==> src/rtl/irq_prio_pkg.sv <==
package irq_prio_pkg;

  typedef enum logic [1:0] {
    PRIV_U = 2'd0,
    PRIV_S = 2'd1,
    PRIV_H = 2'd2,
    PRIV_M = 2'd3
  } priv_e;

  // Standard bit positions of the architectural interrupt lines
  localparam int SSI_BIT = 1;
  localparam int MSI_BIT = 3;
  localparam int STI_BIT = 5;
  localparam int MTI_BIT = 7;
  localparam int SEI_BIT = 9;
  localparam int MEI_BIT = 11;

endpackage

==> src/rtl/irq_prio_elig.sv <==
module irq_prio_elig
  import irq_prio_pkg::*;
#(
  parameter int NIRQ = 16
) (
  input  logic [NIRQ-1:0] pend,
  input  logic [NIRQ-1:0] enab,
  input  logic [NIRQ-1:0] deleg,
  input  logic [1:0]      priv,
  input  logic            m_ie,
  input  logic            s_ie,
  output logic [NIRQ-1:0] cand
);

  priv_e           cur;
  logic            m_on;
  logic            s_on;
  logic [NIRQ-1:0] live;
  logic [NIRQ-1:0] m_set;
  logic [NIRQ-1:0] s_set;

  assign cur   = priv_e'(priv);
  assign m_on  = (cur != PRIV_M) || m_ie;
  assign s_on  = (cur == PRIV_U) || ((cur == PRIV_S) && s_ie);
  assign live  = pend & enab;
  assign m_set = live & ~deleg & {NIRQ{m_on}};
  assign s_set = live &  deleg & {NIRQ{s_on}};

  // machine level wins outright whenever it has anything
  always_comb begin
    if (|m_set) cand = m_set;
    else        cand = s_set;
  end

endmodule

==> src/rtl/irq_prio_class.sv <==
module irq_prio_class
  import irq_prio_pkg::*;
#(
  parameter int NIRQ = 16
) (
  input  logic [NIRQ-1:0] cand,
  output logic [NIRQ-1:0] restr,
  output logic            bad
);

  localparam logic [NIRQ-1:0] ONE    = NIRQ'(1);
  localparam logic [NIRQ-1:0] HIGH_M = ~((ONE << MEI_BIT) - ONE);
  localparam logic [NIRQ-1:0] EXT_M  = (ONE << SEI_BIT) | (ONE << MEI_BIT);
  localparam logic [NIRQ-1:0] SW_M   = (ONE << SSI_BIT) | (ONE << MSI_BIT);
  localparam logic [NIRQ-1:0] TMR_M  = (ONE << STI_BIT) | (ONE << MTI_BIT);

  always_comb begin
    if (|(cand & HIGH_M))      restr = cand & HIGH_M;
    else if (|(cand & EXT_M))  restr = cand & EXT_M;
    else if (|(cand & SW_M))   restr = cand & SW_M;
    else                       restr = cand & TMR_M;
  end

  assign bad = (|cand) && !(|restr);

endmodule

==> src/rtl/irq_prio_lsb.sv <==
module irq_prio_lsb #(
  parameter int NIRQ = 16,
  parameter int IW   = $clog2(NIRQ)
) (
  input  logic [NIRQ-1:0] vec,
  output logic [IW-1:0]   idx,
  output logic            any
);

  assign any = |vec;

  always_comb begin
    idx = '0;
    for (int i = NIRQ - 1; i >= 0; i--) begin
      if (vec[i]) idx = IW'(i);
    end
  end

endmodule

==> src/rtl/irq_prio_sel.sv <==
module irq_prio_sel #(
  parameter int XLEN    = 64,
  parameter int NIRQ    = 16,
  parameter bit REG_OUT = 1'b1
) (
  input  logic             clk,
  input  logic             rst_n,
  input  logic [NIRQ-1:0]  pend,
  input  logic [NIRQ-1:0]  enab,
  input  logic [NIRQ-1:0]  deleg,
  input  logic [1:0]       priv,
  input  logic             m_ie,
  input  logic             s_ie,
  input  logic             dbg_active,
  output logic             take_irq,
  output logic [XLEN-1:0]  cause,
  output logic             no_class_err
);

  localparam int IW = $clog2(NIRQ);

  logic [NIRQ-1:0] cand;
  logic [NIRQ-1:0] restr;
  logic            bad;
  logic [IW-1:0]   idx_c;
  logic            any;
  logic            take_c;
  logic            err_c;
  logic [XLEN-1:0] cause_c;

  irq_prio_elig #(.NIRQ(NIRQ)) u_elig (
    .pend(pend), .enab(enab), .deleg(deleg), .priv(priv),
    .m_ie(m_ie), .s_ie(s_ie), .cand(cand)
  );

  irq_prio_class #(.NIRQ(NIRQ)) u_class (
    .cand(cand), .restr(restr), .bad(bad)
  );

  irq_prio_lsb #(.NIRQ(NIRQ), .IW(IW)) u_lsb (
    .vec(restr), .idx(idx_c), .any(any)
  );

  assign take_c  = any && !dbg_active;
  assign err_c   = bad && !dbg_active;
  assign cause_c = take_c ? {1'b1, {(XLEN-1-IW){1'b0}}, idx_c} : '0;

  generate
    if (REG_OUT) begin : g_reg
      logic            take_q;
      logic            err_q;
      logic [XLEN-1:0] cause_q;

      always_ff @(posedge clk or negedge rst_n) begin
        if (!rst_n) begin
          take_q  <= 1'b0;
          err_q   <= 1'b0;
          cause_q <= '0;
        end else begin
          take_q  <= take_c;
          err_q   <= err_c;
          cause_q <= cause_c;
        end
      end

      assign take_irq     = take_q;
      assign no_class_err = err_q;
      assign cause        = cause_q;
    end else begin : g_comb
      assign take_irq     = take_c;
      assign no_class_err = err_c;
      assign cause        = cause_c;
    end
  endgenerate

endmodule

==> config.mk <==
export PLATFORM = sky130hd
export DESIGN_NAME = irq_prio_sel
export DESIGN_NICKNAME = d
export VERILOG_FILES = /design/src/rtl/irq_prio_pkg.sv /design/src/rtl/irq_prio_elig.sv /design/src/rtl/irq_prio_class.sv /design/src/rtl/irq_prio_lsb.sv /design/src/rtl/irq_prio_sel.sv
export SDC_FILE = /design/constraint.sdc
export NUM_CORES = 1
export LEC_CHECK = 0
export BUFFER_PORTS_ARGS = -buffer_cell sky130_fd_sc_hd__buf_2
export CAP_MARGIN = 20
export CORE_MARGIN = 1
export CORE_UTILIZATION = 38
export DETAILED_ROUTE_END_ITERATION = 12
export GPL_ROUTABILITY_DRIVEN = 0
export HOLD_SLACK_MARGIN = 0.08
export PLACE_DENSITY = 0.88
export REMOVE_ABC_BUFFERS = 1
export SLEW_MARGIN = 20
export SYNTH_ARGS = -nofsm -noshare
export SYNTH_HDL_FRONTEND = slang
export SYNTH_HIERARCHICAL = 1
export SYNTH_SLANG_ARGS = --single-unit
==> constraint.sdc <==
create_clock -name clk -period 0.9 [get_ports clk]
set_clock_uncertainty 0.2 [all_clocks]
set_input_delay 0.135 -clock clk [delete_from_list [all_inputs] [get_ports clk]]
set_output_delay 0.135 -clock clk [all_outputs]
set_load 0.01 [all_outputs]
==> results_dict.tcl <==
set metrics [dict create \
    start_util_pct 39.8 \
    cts_buffer_depth 2 \
    track_usage_pct 20.4 \
    grt_pass1_vias 1663 \
    drt-total-wl_mm 4.59 \
    rows 23 \
    ys_seq_area_share_pct 9.37 \
    synth_area_sq_um 1600 \
    pin_count 121 \
    hold_path.class "in2reg" \
    crit_fanout 5 \
    power_density_nw_per_um2 768 \
    syn_area_per_cell_sq_um 7.60 \
    drc_errors 0 \
    max_freq_mhz 312 \
    dr.pass1.iters 4 \
    failed_checks "hold timing, setup timing" \
    n_antenna_cell 0 \
    overflow 0 \
    min_period_over_period_pct 356 \
    drtAntennaViolNets 0 \
    p_leak_nw 1.26 \
    synth_edf_count 0 \
    hold_ws_ns -0.0652 \
    setup.worst_path.start "m_ie" \
    setup_tns_ns -14.43 \
    pwr-share-comb_pct 61.6 \
    drive_gt1_share_pct 50.2 \
    coreArea_sq_um 4030 \
    setup_viol 13 \
    final_net_count 368 \
    min_period_ns 3.20 \
    rsz0062_at_grt "yes" \
    cts_hold_buf 1 \
    vias 1735 \
    ys_dominant_reg_cell "dfrtp_1" \
    yosysWarnings 6 \
    critPathCaptureType "flop" \
    hp-start "dbg_active" \
    first_iter_violations 154 \
    path_clk_slew_ns 0.04 \
    worst_slack_ns -2.30 \
    start_kind "primary input" \
    arrival_ns 3.11 \
    critical_path_class "in2reg" \
    grt_max_degree 9 \
    area_growth_pct 43.2 \
    clkPwrFrac_pct 22.2 \
    die_w_um 66.9 \
    hpwl_mm 3.23 \
    final_cell_area_sq_um 2300 \
    antenna_found_initial 0 \
    clock-root-buffer "clkbuf_8" \
    syn_inst 211 \
    grt_pass1_wl_mm 7.02 \
    worst_ep_required_time_ns 0.80 \
    synth-async-reset-ratio_pct 100 \
    dp_slack_ns -2.79 \
    cts_tree "yes" \
    avgRoutedWirePerCell_um 12.7 \
    synth_cell_types 42 \
    switching_share_pct 39.2 \
    clkSinkCount 6 \
    avgViaCountPerCell 4.81 \
    cts-htree-levels 1 \
    cap_violations 0 \
    p_seq_share_pct 16.3 \
    p_int_mw 1.07 \
    placed_area_sq_um 1880 \
    p_switching_uw 691 \
    numCtsBuffers 3 \
    portBuffers 61 \
    drv_slew 0 \
    ys_seq_elements 6 \
    status "complete, but fails checks" \
    hold_viol 2 \
    ir_drop_mv 0.345 \
    die_h_um 66.9 \
    die_area_sq_um 4480 \
]
cell usage in the layout (no fill, tap or decap), types with 3 or more instances in the layout:
cell type	count
inv_1	3
and3b_1	4
nand3_1	18
or3_4	4
nand3b_1	8
buf_2	59
o41ai_4	8
nor3_2	3
or3_1	4
o41ai_2	6
or2_2	8
nand2_1	14
conb_1	65
buf_6	13
nor2_1	7
a21oi_1	4
clkbuf_8	3
buf_4	37
dfrtp_1	6
power groups by stage:
stage	Sequential (mW)	Combinational, mW	Clock, mW
finish	0.286	1.08	0.391
global route	0.288	1.17	0.430
CTS	0.287	0.990	0.400
detailed placement	0.290	0.798	0
global placement	0.289	0.776	0
floorplan	0.298	0.416	0
final cells by class:
class,count,area [sq um]
repair buffers,111,749
fillers,359,1730
flip-flops and latches,6,150
well taps,50,62.6
multi-input cells,188,1280
clock buffers,3,41.3
inverters,3,11.3
synth_stat cells, types with 3 or more instances:
library cell | n | share of area [%]
a21oi_1 | 5 | 1.6
o41ai_1 | 6 | 3.3
clkbuf_1 | 5 | 1.2
o41ai_2 | 10 | 10
or2_2 | 8 | 3.1
nand3b_1 | 8 | 3.7
nand2_1 | 14 | 3.3
or3_1 | 8 | 3.1
nor3_1 | 3 | 0.94
nand3_1 | 18 | 5.6
buf_4 | 67 | 31
nor2_1 | 8 | 1.9
dfrtp_1 | 6 | 9.4
inv_1 | 3 | 0.70
and3b_1 | 5 | 2.7
critical path: stages:
cell     delay, ns
buf_6         0.09
and3b_2       0.27
buf_6         0.12
buf_6         0.10
or3_4         0.12
nand4_1       0.20
buf_6         0.22
buf_6         0.12
o41ai_4       0.38
nor3_2        0.10
and3_4        0.20
and2_4        0.17
nor4_4        0.23
nand3_1       0.13
or3_4         0.35
and3b_1       0.18
path summary, 6_finish.rpt:
path | end | slack (ns) | cells past startpoint
min | no_class_err | -0.07 | 2
max in group asynchronous | cause[2] | 0.30 | 2
min in group asynchronous | cause[0] | 0.07 | 2
max | cause[3] | -2.30 | 16
routing by layer:
metal  track usage (%)  vias to the layer above  part of all wire, %
met5                 0                        -                    0
met4              7.18                        0                  2.0
met3              2.57                        8                  6.6
met2              40.8                       93                   55
met1              21.0                      809                   36
li1                  -                      825                    -
flip-flops by register name (all words and copies together) (netlist names):
signal / flops
no_class_err: 1
cause: 5
stage by stage:
step	hold slack, ns	utilization, %	power, mW	instances
after global routing	-0.0516	57.0	1.88	361
after CTS	-0.0712	54.8	1.68	358
after detailed placement	-0.235	46.7	1.09	342
after floorplan	-0.361	-	0.714	197
after global placement	-0.244	46.7	1.06	342
final	-0.0652	57.0	1.76	361
cell families (layout without fill, tap and decap cells):
| kind of cell | count (synthesis) | after routing | synth area share, % |
|---|---|---|---|
| buffers and inverters | 80 | 117 | 36.8 |
| and+or+nand+nor | 94 | 94 | 34.9 |
| other | 2 | 65 | 0.469 |
| DFF | 6 | 6 | 9.37 |
| AOI/OAI and AO/OA | 29 | 29 | 18.4 |
timing repair:
| action | in CTS | in global routing |
|---|---|---|
| cloned | 0 | 0 |
| endpoints found under the hold margin | 12 | 4 |
| setup endpoints to repair | 13 | 13 |
| resized for setup | 30 | 10 |
| buffers inserted | 12 | 3 |
| pin swaps | 23 | 9 |
Power figures use the tool's default switching activity.
